## config.mk

```make
export PLATFORM = sky130hd
export DESIGN_NAME = ee_read_responder
export DESIGN_NICKNAME = d
export VERILOG_FILES = /design/src/rtl/uwr_pkg.sv /design/src/rtl/uwr_rst_sync.sv /design/src/rtl/uwr_ctl_reg.sv /design/src/rtl/uwr_word_map.sv /design/src/rtl/uwr_seq.sv /design/src/rtl/ee_read_responder.sv
export SDC_FILE = /design/constraint.sdc
export NUM_CORES = 1
export LEC_CHECK = 0
export BUFFER_PORTS_ARGS = -buffer_cell sky130_fd_sc_hd__buf_2
export CORE_ASPECT_RATIO = 1.1
export CORE_MARGIN = 2
export CORE_UTILIZATION = 52
export DETAILED_ROUTE_END_ITERATION = 10
export MAX_ROUTING_LAYER = met4
export PLACE_DENSITY = 0.8
export SLEW_MARGIN = 20
export SYNTH_ARGS = -nofsm -noshare
export SYNTH_HDL_FRONTEND = slang
export SYNTH_SLANG_ARGS = --single-unit
export TNS_END_PERCENT = 50
```

## constraint.sdc

```tcl
create_clock -name clk -period 1.61 [get_ports clk]
set_input_delay 0.161 -clock clk [delete_from_list [all_inputs] [get_ports clk]]
set_output_delay 0.161 -clock clk [all_outputs]
set_load 0.03 [all_outputs]
```

## src/rtl/uwr_pkg.sv

```systemverilog
`timescale 1ns/1ps
package uwr_pkg;
  typedef enum logic [1:0] {
    PH_WAIT,
    PH_OPC,
    PH_ADR,
    PH_SHIFT
  } phase_e;

  // control register bit positions (host software decodes these)
  localparam int unsigned BIT_DIN  = 0;
  localparam int unsigned BIT_DOUT = 1;
  localparam int unsigned BIT_SCLK = 2;
  localparam int unsigned BIT_CSEL = 3;
endpackage

```

## src/rtl/uwr_rst_sync.sv

```systemverilog
`timescale 1ns/1ps
module uwr_rst_sync #(
  parameter int unsigned STAGES = 2
) (
  input  logic clk,
  input  logic rst_n,
  output logic rst_sync_n
);
  logic [STAGES-1:0] sync_q;

  always_ff @(posedge clk or negedge rst_n) begin
    if (!rst_n) sync_q <= '0;
    else        sync_q <= {sync_q[STAGES-2:0], 1'b1};
  end

  assign rst_sync_n = sync_q[STAGES-1];
endmodule

```

## src/rtl/uwr_ctl_reg.sv

```systemverilog
`timescale 1ns/1ps
module uwr_ctl_reg
  import uwr_pkg::*;
#(
  parameter int unsigned MGMT_W = 8
) (
  input  logic              clk,
  input  logic              rst_n,
  input  logic              wr_en,
  input  logic [MGMT_W-1:0] wr_data,
  input  logic              clr_din,
  input  logic              dout_we,
  input  logic              dout_val,
  output logic [MGMT_W-1:0] ctl_q,
  output logic              step,
  output logic              abort,
  output logic              din_now
);
  logic [MGMT_W-1:0] ctl_d;
  logic              ctl_en;

  // the stored clock bit is the remembered clock level
  assign step    = wr_en & wr_data[BIT_CSEL] & wr_data[BIT_SCLK] & ~ctl_q[BIT_SCLK];
  assign abort   = wr_en & ~wr_data[BIT_CSEL];
  assign din_now = wr_data[BIT_DIN];
  assign ctl_en  = wr_en | clr_din | dout_we;

  always_comb begin
    ctl_d = ctl_q;
    if (wr_en) begin
      ctl_d           = wr_data;
      ctl_d[BIT_DOUT] = ctl_q[BIT_DOUT];
      if (!wr_data[BIT_CSEL]) ctl_d[BIT_DIN] = 1'b0;
    end
    if (clr_din) ctl_d[BIT_DIN]  = 1'b0;
    if (dout_we) ctl_d[BIT_DOUT] = dout_val;
  end

  always_ff @(posedge clk or negedge rst_n) begin
    if (!rst_n)      ctl_q <= '0;
    else if (ctl_en) ctl_q <= ctl_d;
  end
endmodule

```

## src/rtl/uwr_word_map.sv

```systemverilog
`timescale 1ns/1ps
module uwr_word_map #(
  parameter int unsigned ADDR_W   = 6,
  parameter int unsigned DATA_W   = 16,
  parameter int unsigned NSLOT    = 3,
  parameter int unsigned BASE_ADR = 10,
  localparam int unsigned STA_W   = NSLOT * DATA_W
) (
  input  logic [STA_W-1:0]  station,
  input  logic [ADDR_W-1:0] adr,
  output logic              hit,
  output logic [DATA_W-1:0] word
);
  logic [NSLOT-1:0]  slot_hit;
  logic [DATA_W-1:0] slot_word [NSLOT];

  // slot k answers BASE_ADR+k with the (NSLOT-1-k)th station word
  for (genvar k = 0; k < NSLOT; k++) begin : g_slot
    assign slot_hit[k]  = (adr == ADDR_W'(BASE_ADR + k));
    assign slot_word[k] = station[(NSLOT-1-k)*DATA_W +: DATA_W];
  end

  always_comb begin
    hit  = |slot_hit;
    word = '0;
    for (int k = 0; k < NSLOT; k++) begin
      if (slot_hit[k]) word = word | slot_word[k];
    end
  end
endmodule

```

## src/rtl/uwr_seq.sv

```systemverilog
`timescale 1ns/1ps
module uwr_seq
  import uwr_pkg::*;
#(
  parameter int unsigned OPC_W    = 2,
  parameter int unsigned ADDR_W   = 6,
  parameter int unsigned DATA_W   = 16,
  parameter logic [OPC_W-1:0] READ_OPC = 2'b10,
  localparam int unsigned CNT_MAX = (DATA_W > ADDR_W) ?
                                    ((DATA_W > OPC_W) ? DATA_W : OPC_W) :
                                    ((ADDR_W > OPC_W) ? ADDR_W : OPC_W),
  localparam int unsigned CNT_W   = $clog2(CNT_MAX + 1)
) (
  input  logic              clk,
  input  logic              rst_n,
  input  logic              step,
  input  logic              abort,
  input  logic              din,
  input  logic              word_hit,
  input  logic [DATA_W-1:0] word_val,
  output logic [ADDR_W-1:0] adr_probe,
  output logic              clr_din,
  output logic              dout_we,
  output logic              dout_val,
  output logic              err_o
);
  phase_e            phase_q, phase_d;
  logic [CNT_W-1:0]  cnt_q, cnt_d;
  logic [OPC_W-1:0]  opc_q, opc_d, opc_nx;
  logic [ADDR_W-1:0] adr_q, adr_d;
  logic [DATA_W-1:0] shf_q, shf_d;
  logic              err_d;
  logic              seq_en;
  logic              last;

  assign opc_nx    = {opc_q[OPC_W-2:0], din};
  assign adr_probe = {adr_q[ADDR_W-2:0], din};
  assign last      = (cnt_q == CNT_W'(1));
  assign seq_en    = step | abort;

  always_comb begin
    phase_d  = phase_q;
    cnt_d    = cnt_q;
    opc_d    = opc_q;
    adr_d    = adr_q;
    shf_d    = shf_q;
    err_d    = 1'b0;
    clr_din  = 1'b0;
    dout_we  = 1'b0;
    dout_val = shf_q[DATA_W-1];
    if (abort) begin
      phase_d = PH_WAIT;
      cnt_d   = '0;
    end else if (step) begin
      unique case (phase_q)
        PH_WAIT: begin
          if (din) begin
            phase_d = PH_OPC;
            cnt_d   = CNT_W'(OPC_W);
            opc_d   = '0;
          end
        end
        PH_OPC: begin
          opc_d = opc_nx;
          cnt_d = cnt_q - CNT_W'(1);
          if (last) begin
            if (opc_nx != READ_OPC) begin
              err_d   = 1'b1;
              phase_d = PH_WAIT;
            end else begin
              phase_d = PH_ADR;
              cnt_d   = CNT_W'(ADDR_W);
              adr_d   = '0;
            end
          end
        end
        PH_ADR: begin
          adr_d = adr_probe;
          cnt_d = cnt_q - CNT_W'(1);
          if (last) begin
            if (!word_hit) begin
              err_d   = 1'b1;
              phase_d = PH_WAIT;
            end else begin
              phase_d = PH_SHIFT;
              shf_d   = word_val;
              cnt_d   = CNT_W'(DATA_W);
              clr_din = 1'b1;
            end
          end
        end
        PH_SHIFT: begin
          dout_we = 1'b1;
          shf_d   = {shf_q[DATA_W-2:0], 1'b0};
          cnt_d   = cnt_q - CNT_W'(1);
          if (last) phase_d = PH_WAIT;
        end
        default: phase_d = PH_WAIT;
      endcase
    end
  end

  always_ff @(posedge clk or negedge rst_n) begin
    if (!rst_n) begin
      phase_q <= PH_WAIT;
      cnt_q   <= '0;
      opc_q   <= '0;
      adr_q   <= '0;
      shf_q   <= '0;
    end else if (seq_en) begin
      phase_q <= phase_d;
      cnt_q   <= cnt_d;
      opc_q   <= opc_d;
      adr_q   <= adr_d;
      shf_q   <= shf_d;
    end
  end

  always_ff @(posedge clk or negedge rst_n) begin
    if (!rst_n) err_o <= 1'b0;
    else        err_o <= err_d;
  end
endmodule

```

## src/rtl/ee_read_responder.sv

```systemverilog
`timescale 1ns/1ps
module ee_read_responder #(
  parameter int unsigned MGMT_W   = 8,
  parameter int unsigned OPC_W    = 2,
  parameter int unsigned ADDR_W   = 6,
  parameter int unsigned DATA_W   = 16,
  parameter logic [OPC_W-1:0] READ_OPC = 2'b10,
  parameter int unsigned NSLOT    = 3,
  parameter int unsigned BASE_ADR = 10,
  localparam int unsigned STA_W   = NSLOT * DATA_W
) (
  input  logic              clk,
  input  logic              rst_n,
  input  logic              host_wr,
  input  logic [MGMT_W-1:0] host_wdata,
  input  logic [STA_W-1:0]  station_addr,
  output logic [MGMT_W-1:0] host_rdata,
  output logic              err_pulse
);
  logic              rst_sync_n;
  logic              step, abort, din_now;
  logic              clr_din, dout_we, dout_val;
  logic              word_hit;
  logic [DATA_W-1:0] word_val;
  logic [ADDR_W-1:0] adr_probe;

  uwr_rst_sync #(.STAGES(2)) u_rst (
    .clk        (clk),
    .rst_n      (rst_n),
    .rst_sync_n (rst_sync_n)
  );

  uwr_ctl_reg #(.MGMT_W(MGMT_W)) u_ctl (
    .clk      (clk),
    .rst_n    (rst_sync_n),
    .wr_en    (host_wr),
    .wr_data  (host_wdata),
    .clr_din  (clr_din),
    .dout_we  (dout_we),
    .dout_val (dout_val),
    .ctl_q    (host_rdata),
    .step     (step),
    .abort    (abort),
    .din_now  (din_now)
  );

  uwr_seq #(
    .OPC_W    (OPC_W),
    .ADDR_W   (ADDR_W),
    .DATA_W   (DATA_W),
    .READ_OPC (READ_OPC)
  ) u_seq (
    .clk       (clk),
    .rst_n     (rst_sync_n),
    .step      (step),
    .abort     (abort),
    .din       (din_now),
    .word_hit  (word_hit),
    .word_val  (word_val),
    .adr_probe (adr_probe),
    .clr_din   (clr_din),
    .dout_we   (dout_we),
    .dout_val  (dout_val),
    .err_o     (err_pulse)
  );

  uwr_word_map #(
    .ADDR_W   (ADDR_W),
    .DATA_W   (DATA_W),
    .NSLOT    (NSLOT),
    .BASE_ADR (BASE_ADR)
  ) u_map (
    .station (station_addr),
    .adr     (adr_probe),
    .hit     (word_hit),
    .word    (word_val)
  );
endmodule

```

**Yosys cells after proc, flatten, opt, wreduce, memory -nomap -nowiden**

Cells that the tools add are included.

- Add/subtract/negate cells: 1
- $mul: 0
- Divide/modulo/power cells: 0
- Order comparisons: 0
- Equality and inequality tests: 17
- Shifts and indexed selects: 0
- Muxes and demuxes: 47
- Bitwise logic cells: 12
- Reductions and logical operators: 15

Operators with widths:

| kind | count |
|---|---|
| 16-bit two-way mux | 5 |
| 5-bit two-way mux | 9 |
| 16-bit bitwise OR | 2 |
| 16-bit case mux with 2 select lines | 1 |
| 5-bit case mux with 4 select lines | 1 |
| 1-bit two-way mux | 19 |
| 6-bit by 4-bit equality test with 1-bit output, second input constant | 3 |
| 6-bit AND reduction | 3 |
| 2-bit two-way mux | 8 |
| 5-bit case mux with 2 select lines | 1 |
| 2-bit nonzero test | 5 |
| 3-bit by 1-bit inequality test with 1-bit output, second input constant | 3 |
| 2-bit case mux with 4 select lines | 1 |
| 2-bit by 1-bit inequality test with 1-bit output, second input constant | 3 |
| 2-bit inequality test, second input constant | 3 |
| 2-bit AND reduction | 3 |
| 5-bit by 1-bit equality test with 1-bit output, second input constant | 1 |
| 5-bit AND reduction | 1 |
| 5-bit by 1-bit subtractor with 5-bit output, second input constant | 1 |
| 1-bit AND | 4 |
| 2-bit equality test, second input constant | 2 |
| 1-bit case mux with 2 select lines | 2 |
| 3-bit by 2-bit inequality test with 1-bit output, second input constant | 1 |
| 1-bit NOT | 3 |
| other kinds (5) | 7 |

- Register bits: 40
- Latch bits: 0
- Bits in writable memories: 0
- ROM bits: 0
- Logic and storage cells: 102
- Memories kept: 0

**Longest topological paths before layout**

Gate-level depths: netlist of run 1.

- Depth after elaboration: 10
- Gate-level depth with buffers: 9

**Modules after synthesis**

From an unflattened synthesis of run 1, not the netlist that was laid out.

- Cell total of the unflattened synthesis: 229
- Area total of the unflattened synthesis: 2601.2 um2

By module, submodules not included:

| module | instances | cells each | area an instance (um2) |
|---|---|---|---|
| uwr_seq | 1 | 158 | 1791.7 |
| uwr_word_map | 1 | 44 | 400.4 |
| uwr_ctl_reg | 1 | 24 | 355.3 |
| uwr_rst_sync | 1 | 3 | 53.8 |

**Worst setup path after synthesis of run 1**

OpenSTA, ideal clock, no wires.

- Kind: reg-to-reg
- From: reg u_seq.cnt_q[1]
- To: reg u_seq.shf_q[10]
- Arrival: 2.075 ns
- Required time: 1.485 ns
- Slack: -0.590 ns
- Cell stages (with the launch flop): 10
- Buffers on the path: 2
- Path through: dfrtp_1 inv_1 ha_1 or4b_1 buf_2 a211oi_4 mux2i_2 nor2_8 buf_12 mux2_4

- Cells in the longest elaborated chain, start to end: 3

RTL lines:

| item | line | text |
|---|---|---|
| from (decl) | uwr_seq.sv:28 | `logic [CNT_W-1:0] cnt_q, cnt_d;` |
| from (signal assigned) | uwr_seq.sv:112 | `cnt_q <= cnt_d;` |
| 5-bit by 1-bit equality test with 1-bit output | uwr_seq.sv:38 | `assign last = (cnt_q == CNT_W'(1));` |
| 2-bit by 1-bit inequality test with 1-bit output (no source line) | n/a |  |
| 6-bit AND reduction (no source line) | n/a |  |
| to (signal assigned) | uwr_seq.sv:109 | `shf_q <= '0;` |
| to (signal assigned) | uwr_seq.sv:115 | `shf_q <= shf_d;` |
| to (decl) | uwr_seq.sv:31 | `logic [DATA_W-1:0] shf_q, shf_d;` |

No other way between the ends.
A chain may end at the register's enable or synchronous reset.

**Worst setup path after layout of run 1**

- From: reg u_seq.cnt_q[1]
- To: reg u_seq.shf_q[2]

Same word-level chain as after synthesis.

==> results.md, run 1 <==
CTS:
- The master cell of the clock root buffer is clkbuf_8.
- For the worst-skew pair, the clock arrives at the later sink with an insertion delay of 0.30 ns.
- The maximum number of buffers from clock root to sink is 2.
- The H-tree was split into 2 levels.
- The number of buffers created by CTS is 5.
- The CTS tree is built.
- The count of clock tree sinks is 40.
- The clock transition time at the flip-flop clock pins of the worst setup and hold paths is 0.08 ns.

Power:
- In this run the power density over the cells is 645 nW/um2.
- IR analysis of the VDD net gives a maximum drop of 0.565 mV.
- The leakage power figure is 1.56 nW.

Floorplanning:
- The effective utilization at floorplan is 54.6%.
- The die height is 74.8 um.
- In this run the core area contains 25 standard-cell rows.
- The floorplan step set the die width to 68.4 um.
- The core region area is 4350 um2.
- During I/O placement, the number of pins put on the boundary was 68.
- The floorplan step defined a die boundary enclosing 5120 um2.

Global routing:
- In the global route stage, overall resource usage came out at 27.5%.
- The pin count of the biggest net entering global routing is 21.
- The number of antenna violations at the first check in global routing is 0.
- The number of global-route vias before repair is 2204.
- Summed over all layers, the global routing overflow is 0.
- The first-pass GRT wire length is 10.1 mm.

Final layout:
- The number of diodes added for antenna fixing is 0.
- The area growth from synthesis to layout is 36.3%.
- The post-route cell area is 3230 um2.
- Once layout is complete, the utilization of the core stands at 74.4%.
- The final net count is 403.
- In the final layout, the share of cells above drive strength 1 is 46.9%.
- The number of fill cells is 293.

Setup path:
- The worst endpoint data arrival time is 2.33 ns.
- STA puts the critical path data required time at 1.80 ns.
- By startpoint and endpoint, the worst setup path is classified as reg -> reg.
- The nature of the critical path startpoint is a register.
- The endpoint class of the critical path is a register.
- The largest fanout on the critical path is 10.

Flow run:
- The tool flagged a number of max-cap violations equal to 0.

Route:
- After detailed routing, the average wire length per cell comes to 15.8 um.
- The routed design has 6.20 mm of wire.
- The count of routing violations after the opening detailed-route iteration is 110.
- The length of the first detailed-routing pass in iterations is 4.
- The total number of vias is 2204.
- After detailed routing, the number of remaining DRC violations is 0.
- In the routed layout, each cell is associated on average with a via count of 5.61.
- The detail route stage leaves a number of antenna-violating nets equal to 0.

Logic synthesis:
- For this run, the register share of the synthesized area comes to 42.2%.
- The most instantiated flip-flop cell in the synthesis netlist is dfrtp_1.
- For this run, asynchronously set or reset flops after synthesis account for 100%.
- The number of distinct library cells after synthesis is 46.
- Sorting the synthesized cells by area gives the leading types as dfrtp_1 (42%), a22oi_1 (8.5%), mux2_2 (6.6%).
- The number of nets handed over by synthesis was 300.
- Yosys mapped a number of flops with a built-in enable equal to 0.
- The synthesized netlist occupies a cell area of 2370 um2.
- After synthesis, the most frequently instantiated cells are dfrtp_1 (40), a22oi_1 (27), o21ai_0 (23).
- The synthesized instance count is 235.
- During synthesis, Yosys emitted a total of 0 warnings.
- Among all cell types in the netlist, the one instantiated most often is dfrtp_1.
- The count of state elements after synthesis is 40.
- The synthesized area per cell is 10.1 um2.
- The share of the synthesized area in the top cell type is 42.2%.
- Summed over all instances, the cell type with the most area after synthesis is dfrtp_1.

Placed design:
- The total of buffers placed on input and output ports is 66.
- At the end of routability-driven placement, the weighted congestion stood at 0.848.
- The instance area after placement is 3020 um2.
- Before CTS, the worst setup slack after placement is -0.603 ns.
- The HPWL reported at the end of detailed placement is 4.50 mm.

Timing:
- Based on the critical path, the design can be clocked at up to 467 MHz.
- The total count of hold-check failures in the final report is 0.
- Setup repair after global routing could not meet its margin everywhere.
- Setup violations remaining at the end of the flow were counted as 29.
- After layout, the worst setup slack is -0.529 ns.
- The worst path in the final design needs a cycle of 2.14 ns, including I/O delays and setup.
- The final setup skew is 0.00550 ns.
- The count of pins over their slew limit is 0.
- The final period utilization is 133%.

Hold path:
- The min-delay analysis places its worst path in the category in -> reg.

Status:
- The flow ran to the end, but the final reports show violations.
- The final reports fail on setup timing.
metal layers:
layer	GRT usage, %	vias to the layer above	part of all wire, %
met1	33.6	1067	42
li1	-	1059	-
met5	-	-	0
met2	43.3	65	52
met4	13.3	0	2.0
met3	5.53	13	4.3
cells in the final DEF, fill, tap and decap left out, types with 2 or more instances in the layout:
cell and n:
a21oi_1 5, o21ai_0 16, a22o_1 2, a211o_1 2, a22oi_1 27, nor3_2 2, ha_1 4, nor3_1 4
nand2_1 17, nand2b_1 5, dfrtp_1 40, mux2_4 10, nor2b_1 3, mux2i_1 3, clkbuf_8 6, nand3_1 2
a21o_1 2, buf_4 39, buf_2 66, mux2_2 13, o22ai_1 4, o21ai_1 10, inv_2 2, inv_1 13
buf_6 3, or3b_4 2, nor2_1 7
stage by stage:
stage / cells / hold WS [ns] / power, mW / TNS, ns
3_5_place_dp: 383 / -0.0487 / 1.38 / -12.77
3_3_place_gp: 383 / -0.0470 / 1.37 / -11.92
2_1_floorplan: 235 / -0.135 / 1.22 / -9.94
6_report: 393 / 0.0896 / 2.08 / -10.50
4_1_cts: 393 / 0.0809 / 2.09 / -10.47
5_1_grt: 393 / 0.0847 / 2.16 / -12.33
cells by family after synthesis:
| family | share of synthesized area, % |
|---|---|
| xor+xnor | 0.739 |
| fa+ha+maj | 3.16 |
| buf+inv | 5.49 |
| mux | 14.2 |
| other cells | 0.158 |
| simple gates | 12.8 |
| compound gates | 21.3 |
| flops | 42.2 |
what timing repair did:
| action | in CTS | in global routing |
|---|---|---|
| gates resized for setup | 23 | 7 |
| hold buffers | 1 | 0 |
| endpoints found under the hold margin | 2 | 0 |
| endpoints found under the setup margin | 30 | 31 |
| pin swaps | 3 | 2 |
| buffers inserted | 1 | 0 |
registers in the layout, indices dropped and copies added (netlist names):
name	flops
u_seq.phase_q	2
u_seq.opc_q	1
u_seq.adr_q	5
u_seq.shf_q	16
u_rst.sync_q	2
u_seq.err_o	1
u_ctl.ctl_q	8
u_seq.cnt_q	5
power by group:
part | total [mW] | switching [mW] | leakage [nW] | internal, mW
registers | 1.05 | 0.0196 | 0.517 | 1.03
logic | 0.325 | 0.170 | 0.998 | 0.155
clock network | 0.706 | 0.358 | 0.0445 | 0.348
total | 2.08 | 0.548 | 1.56 | 1.54
layout make-up:
| class | instances | area, um2 | share of cell area, % |
|---|---|---|---|
| Timing Repair Buffer | 110 | 687 | 21.2 |
| Inverter | 15 | 56.3 | 1.74 |
| Clock buffer | 7 | 86.3 | 2.67 |
| Clock inverter | 1 | 7.51 | 0.232 |
| Sequential cell | 40 | 1000 | 31.0 |
| Multi-Input combinational cell | 166 | 1330 | 41.1 |
| Tap cell | 54 | 67.6 | 2.09 |
worst paths after layout:
path	start	end	slack (ns)	cells past startpoint
min in group asynchronous	rst_n	u_rst.sync_q[1]	0.18	2
setup reg to reg	u_seq.cnt_q[1]	u_seq.shf_q[2]	-0.53	8
hold / removal	host_wdata[6]	u_ctl.ctl_q[6]	0.09	2
setup / recovery	u_seq.cnt_q[1]	u_seq.shf_q[2]	-0.53	8
max in group asynchronous	u_rst.sync_q[1]	u_seq.err_o	1.15	1
hold reg to reg	u_rst.sync_q[1]	u_seq.adr_q[1]	0.24	1
worst max-delay path: stages, from the launching register on:
cell      delay [ns]
dfrtp_1         0.40
inv_2           0.08
ha_4            0.12
or4b_4          0.48
a211oi_4        0.22
mux2i_4         0.13
nor2_8          0.12
buf_12          0.14
mux2_2          0.33
Note: power is estimated with default switching activity, not from simulation.
==> run 2, diff against run 1 <==
Settings changed: CORE_UTILIZATION 52 to 40, PLACE_DENSITY 0.8 to default.
==> results.md, run 2 (synthesis gave the netlist of run 1 again) <==
Power:
- The share of power burned in registers was 48.2% (-2.3 points).
- The peak supply drop was 0.655 mV (+16%).
- The internal power contribution is 1.65 mW (+7.3%).
- The part of the power in the clock network is 36.8% (+2.9 points).
- The net switching share of the total power came to 24.4% (-1.9 points).
- The combinational share of power is 15.0% (-0.6 points).
- The leakage power figure came to 1.61 nW (+3.0%).
- The post-route total power is 2.18 mW (+4.7%).
- The net switching component of the power was 0.533 mW (-2.8%).
- The ratio of total power to cell area was 652 nW/um2 (+1.2%).

Final layout:
- The number of diodes added for antenna fixing is 0 (unchanged).
- u_seq.shf_q holds more flip-flops than any other register.
- The library cell used most frequently in the layout, excluding fill and tap cells, is buf_2.
- The final net count was 409 (+1.5%).
- In the final layout, the registers with the most flip-flops are u_seq.shf_q x16, u_ctl.ctl_q x8.
- The proportion of layout cells with a drive suffix above 1 was 47.8% (+0.92 points).
- The layout-stage area growth over the synthesis result is 41.0%.
- The top cell types in the final layout, fill and taps aside, are buf_2 (66), buf_4 (46), dfrtp_1 (40).
- The flip-flop count of the largest register, all copies and words added is 16 (unchanged).

Route:
- The length of the first detailed-routing pass in iterations is 4 (unchanged).
- The remaining routing DRC violations is 0 (unchanged).
- The average wire per cell in the routed design is 14.1 um (-11%).
- The total detailed-routing wirelength was 5.93 mm (-4.3%).
- The count of routing violations after the opening detailed-route iteration is 101 (-8.2%).
- The total number of vias is 2142 (-2.8%).
- The per-cell via count in the routed design is 5.08 (-9.5%).
- The count of nets left with antenna violations after detail routing is 0 (unchanged).

Placed design:
- The final estimated routing congestion in global placement is 0.865 (+2.1%).
- The worst setup timing slack at the placement stage is -0.597 ns (+0.00663 ns).
- The HPWL reported at the end of detailed placement is 4.48 mm (-0.60%).
- The total of buffers placed on input and output ports is 66 (unchanged).

CTS:
- The maximum number of buffers from clock root to sink was 2 (unchanged).
- The latest clock arrival within the worst-skew pair is 0.29 ns (about the same).
- The clock transition time at the flip-flop clock pins of the worst setup and hold paths was 0.08 ns (about the same).
- The number of buffers created by CTS is 5 (unchanged).
- The CTS tree is built.
- The count of clock tree sinks was 40 (unchanged).
- The master cell of the clock root buffer is clkbuf_8.
- The count of H-tree levels built during CTS is 2 (unchanged).

Floorplanning:
- The effective utilization at floorplan is 41.4% (-13 points).
- The horizontal extent of the die was 77.4 um (+13%).
- The core region area is 5730 um2 (+32%).
- The die outline area is 6560 um2 (+28%).
- The placement row count is 29 (+16%).
- The boundary pin count came to 68 (unchanged).
- The die height is 84.8 um (+13%).

Setup path:
- The capturing point of the worst reg2reg path is u_seq.shf_q[5].
- The reg-to-reg setup timing slack is -0.51 ns (+0.02 ns).
- By startpoint and endpoint, the worst setup path is classified as reg -> reg.
- The launch instance of the worst register-to-register path is u_seq.cnt_q[1].
- The worst endpoint data arrival time is 2.30 ns (-0.03 ns).
- The endpoint required time on the critical path is 1.79 ns (about the same).
- The worst setup path is launched from a register.
- The worst setup path is captured at a register.
- The cell depth of the worst flop-to-flop path was 8 (unchanged).
- The largest fanout on the critical path came to 11 (+1).

Global routing:
- The number of antenna violations at the first check in global routing came to 0 (unchanged).
- The first-pass GRT wire length is 10.3 mm (+2.7%).
- The pin count of the biggest net entering global routing is 39 (+86%).
- The number of global-route vias before repair is 2218 (+0.64%).
- The aggregate global-route resource usage came to 20.1% (-7.3 points).
- The remaining global-route overflow came to 0 (unchanged).

Timing:
- The worst setup margin is -0.512 ns (+0.0169 ns).
- The count of endpoints failing setup in the final report came to 29 (unchanged).
- The total count of hold-check failures in the final report came to 0 (unchanged).
- Measured against its own limit, the worst slew margin works out to 66.3%.
- The count of pins over their slew limit is 0 (unchanged).
- The final setup skew is 0.00879 ns (+0.00329 ns).
- The final period utilization was 132% (-1.1 points).
- The final critical-path required period was 2.12 ns (-0.0169 ns).
- The maximum achievable frequency is 471 MHz (+0.80%).
- For the pin with the worst max-slew slack, the measured transition is 0.505 ns.
- Setup repair after global routing could not meet its margin everywhere.

Status:
- The checks that failed: setup timing.
- The flow ran to the end, but the final reports show violations.

Hold path:
- The startpoint of the lowest-slack hold path is host_wdata[7].
- The number of cells on the worst hold path is 2 (unchanged).
- The endpoint of the worst hold path is u_ctl.ctl_q[7].
- The min-delay analysis places its worst path in the category in -> reg.

Flow run:
- The number of max-capacitance violations reported is 0 (unchanged).
[run 2: cell types whose count changed in the layout (fill, tap and decap cells not counted), sizes merged]
cell	change
clkbuf	-1
clkinv	+1
clkinvlp	-1
bufinv	+1
buf	+6
[run 2: final cells by class]
class / count / area (um2)
timing repair buffer: 116 / 728
multi-input combinational: 166 / 1360
tap: 77 / 96.3
clock buffer: 6 / 72.6
inverter: 15 / 56.3
clock inverter: 2 / 35.0
fill: 554 / 2390
sequential: 40 / 1000
[run 2: repair_timing]
action | 4_1_cts | 5_1_grt
pin swaps | 4 | 2
resized for setup | 25 | 10
endpoints found under the hold margin | 2 | 0
setup buffers | 1 | 0
hold buffers | 1 | 0
endpoints found under the setup margin | 30 | 31
[run 2: stage by stage]
step | cell area [um2] | TNS, ns | hold WS [ns] | utilization (%) | instances
finish | 3350 | -9.90 | 0.0985 | 58.4 | 422
global route | 3350 | -12.74 | 0.0836 | 58.4 | 422
CTS | 3310 | -10.34 | 0.0912 | 57.8 | 422
detailed placement | 3100 | -12.83 | -0.0509 | 54.0 | 412
global placement | 3100 | -12.61 | -0.0536 | 54.0 | 412
floorplan | 2370 | -9.94 | -0.135 | - | 235
[run 2: worst max-delay path by stage]
| stage | from | to | slack [ns] | cells past startpoint |
|---|---|---|---|---|
| 2_1_floorplan | u_seq.cnt_q[1] | u_seq.shf_q[10] | -0.59 | 9 |
| 3_3_place_gp | u_seq.cnt_q[1] | u_seq.shf_q[5] | -0.59 | 8 |
| 3_5_place_dp | u_seq.cnt_q[1] | u_seq.shf_q[15] | -0.60 | 8 |
| 4_1_cts | u_seq.cnt_q[1] | u_seq.shf_q[5] | -0.53 | 8 |
| 5_1_grt | u_seq.cnt_q[1] | u_seq.shf_q[5] | -0.61 | 8 |
| 6_report | u_seq.cnt_q[1] | u_seq.shf_q[5] | -0.51 | 8 |
[run 2: power groups by stage]
| stage | Combinational [mW] | Sequential (mW) | Clock (mW) |
|---|---|---|---|
| final | 0.328 | 1.05 | 0.802 |
| after global routing | 0.364 | 1.06 | 0.868 |
| after CTS | 0.320 | 1.05 | 0.829 |
| after detailed placement | 0.308 | 1.07 | 0 |
| after global placement | 0.303 | 1.07 | 0 |
| after floorplan | 0.101 | 1.12 | 0 |
[run 2: per-layer routing]
metal	track usage, %	wire length [um]	vias to the layer above
met1	26.6	2710	1022
met4	5.36	62	0
met2	32.0	2920	47
met5	-	0	-
met3	3.55	235	4
li1	-	-	1069
[run 2: worst max-delay path, cell delays in order, from the launching register on]
cell and delay (ns):
dfrtp_1 0.39, inv_2 0.07, ha_4 0.12, or4b_4 0.48, a211oi_4 0.23, mux2i_4 0.13, nor2_8 0.12, buf_12 0.15
mux2_2 0.33
==> run 3, diff against run 2 <==
Settings changed: CORE_UTILIZATION 40 to 50, PLACE_DENSITY from default to 0.77.
==> results.md, run 3 (synthesis gave the netlist of run 1 again) <==
Status:
- The flow ran to the end, but the final reports show violations.
- The final reports fail on setup timing.

Floorplanning:
- The horizontal extent of the die is 69.7 um (-10%).
- The die height is 76.2 um (-10%).
- The placement row count is 26 (-10%).
- The boundary pin count is 68 (unchanged).
- The die outline area came to 5310 um2 (-19%).
- The core region area is 4620 um2 (-19%).
- The effective utilization at floorplan was 51.4% (+10 points).

Timing:
- The count of endpoints failing setup in the final report is 29 (unchanged).
- The worst setup margin is -0.561 ns (-0.0485 ns).
- The final period utilization was 135% (+3.0 points).
- The final setup skew was 0.0138 ns (+0.00504 ns).
- The maximum achievable frequency is 461 MHz (-2.2%).
- The worst hold margin is 0.0929 ns (-0.00559 ns).
- Setup repair after global routing could not meet its margin everywhere.
- The final critical-path required period is 2.17 ns (+0.0485 ns).
- The total count of hold-check failures in the final report was 0 (unchanged).
- The count of pins over their slew limit is 0 (unchanged).

Final layout:
- The layout-stage area growth over the synthesis result is 41.1% (about the same).
- The final non-filler cell total was 401 (-5.0%).
- The library cells used most frequently in the layout, excluding fill and tap cells, are buf_2 (66), buf_4 (45), dfrtp_1 (40).
- The flip-flop count of the largest register, all copies and words added is 16 (unchanged).
- The proportion of layout cells with a drive suffix above 1 is 50.1% (+2.3 points).
- The post-route cell area is 3350 um2 (about the same).
- The register with the highest flop count is u_seq.shf_q.
- The number of diodes added for antenna fixing is 0 (unchanged).
- The most common library cell in the layout ignoring fill and taps is buf_2.
- The number of fill cells is 328 (-41%).
- In the final layout, the registers with the most flip-flops are u_seq.shf_q x16, u_ctl.ctl_q x8.
- The final net count is 409 (unchanged).

Global routing:
- The remaining global-route overflow is 0 (unchanged).
- The number of global-route vias before repair is 2271 (+2.4%).
- The number of antenna violations at the first check in global routing is 0 (unchanged).
- The pin count of the biggest net entering global routing is 23 (-41%).
- The aggregate global-route resource usage is 25.3% (+5.2 points).
- The first-pass GRT wire length is 10.3 mm (about the same).

Placed design:
- The worst setup timing slack at the placement stage is -0.621 ns (-0.0241 ns).
- The total of buffers placed on input and output ports is 66 (unchanged).
- The HPWL reported at the end of detailed placement is 4.58 mm (+2.3%).
- The instance area after placement was 3030 um2 (-2.1%).
- The number of placed instances with taps included is 386 (-6.3%).
- The final estimated routing congestion in global placement is 0.833 (-3.8%).

Route:
- The count of nets left with antenna violations after detail routing is 0 (unchanged).
- The total number of vias came to 2251 (+5.1%).
- The average wire per cell in the routed design is 16.4 um (+17%).
- The remaining routing DRC violations is 0 (unchanged).
- The total detailed-routing wirelength is 6.59 mm (+11%).
- The per-cell via count in the routed design came to 5.61 (+11%).
- The count of routing violations after the opening detailed-route iteration came to 161 (+59%).
- The length of the first detailed-routing pass in iterations is 5 (+1).

CTS:
- The count of clock tree sinks is 40 (unchanged).
- The maximum number of buffers from clock root to sink is 2 (unchanged).
- CTS placed an instance of clkbuf_8 at the clock tree root.
- The number of buffers created by CTS was 5 (unchanged).
- TritonCTS built the clock tree.
- The latest clock arrival within the worst-skew pair was 0.30 ns (about the same).
- The count of H-tree levels built during CTS is 2 (unchanged).
- The clock transition time at the flip-flop clock pins of the worst setup and hold paths is 0.09 ns (about the same).

Setup path:
- The largest fanout on the critical path is 6 (-5).
- The endpoint class of the critical path is a register.
- The worst endpoint data arrival time is 2.34 ns (+0.04 ns).
- STA classifies the critical path startpoint as a register.
- The category of the most critical setup path is reg -> reg.
- The endpoint required time on the critical path is 1.78 ns (about the same).

Power:
- The leakage power figure was 1.62 nW (+0.68%).
- The post-route total power is 2.22 mW (+2.0%).
- The ratio of total power to cell area is 664 nW/um2 (+1.9%).
- The peak supply drop is 0.460 mV (-30%).

Flow run:
- The number of max-capacitance violations reported was 0 (unchanged).

Hold path:
- The worst hold path belongs to the class in -> reg.
-- run 3: worst paths after layout --
check / endpoint / slack, ns / depth (start not counted) / from
max: u_seq.shf_q[14] / -0.56 / 8 / u_seq.cnt_q[1]
min: u_ctl.ctl_q[5] / 0.09 / 2 / host_wdata[5]
max reg2reg: u_seq.shf_q[14] / -0.56 / 8 / u_seq.cnt_q[1]
min reg2reg: u_seq.adr_q[4] / 0.23 / 1 / u_rst.sync_q[1]
max in group asynchronous: u_seq.cnt_q[2] / 1.11 / 1 / u_rst.sync_q[1]
min in group asynchronous: u_rst.sync_q[1] / 0.17 / 2 / rst_n
-- run 3: repair_timing --
action / 4_1_cts / 5_1_grt
setup endpoints to repair: 30 / 30
gates cloned: 1 / 0
pin swaps: 6 / 2
setup buffers: 4 / 1
gates resized for setup: 24 / 14
hold buffers: 1 / 0
hold endpoints to repair: 2 / 0
-- run 3: layer usage --
| metal | wire [um] | vias to the layer above | part of all wire, % | GRT usage, % |
|---|---|---|---|---|
| met5 | 0 | - | 0 | - |
| met4 | 176 | 0 | 2.7 | 10.6 |
| met3 | 260 | 20 | 3.9 | 4.63 |
| li1 | - | 1072 | - | - |
| met1 | 2760 | 1084 | 42 | 30.3 |
| met2 | 3390 | 75 | 51 | 42.0 |
-- run 3: worst max-delay path, stage by stage, from the launching register on --
cell	delay, ns
dfrtp_1	0.39
inv_2	0.08
ha_4	0.12
or4b_4	0.48
a211oi_4	0.23
mux2i_4	0.13
nor2_8	0.14
clkbuf_16	0.17
mux2_4	0.29
-- run 3: area by class of cell --
cell class | instances | area, um2 | share of cell area, %
Timing Repair Buffer | 116 | 746 | 22.3
Multi-Input combinational cell | 166 | 1360 | 40.7
Clock buffer | 5 | 68.8 | 2.06
Clock inverter | 3 | 42.5 | 1.27
Sequential cell | 40 | 1000 | 29.9
Tap cell | 56 | 70.1 | 2.09
Inverter | 15 | 56.3 | 1.68
-- run 3: stage by stage --
stage / TNS [ns] / utilization, %
after floorplan: -9.94 / -
after global placement: -11.91 / 65.7
after detailed placement: -13.05 / 65.7
after CTS: -11.00 / 71.4
after global routing: -13.09 / 72.5
final: -11.40 / 72.5
-- run 3: where the power goes --
group	switching (mW)	internal, mW	leakage [nW]
combinational	0.180	0.158	1.05
sequential	0.0182	1.03	0.517
clock	0.376	0.459	0.0541
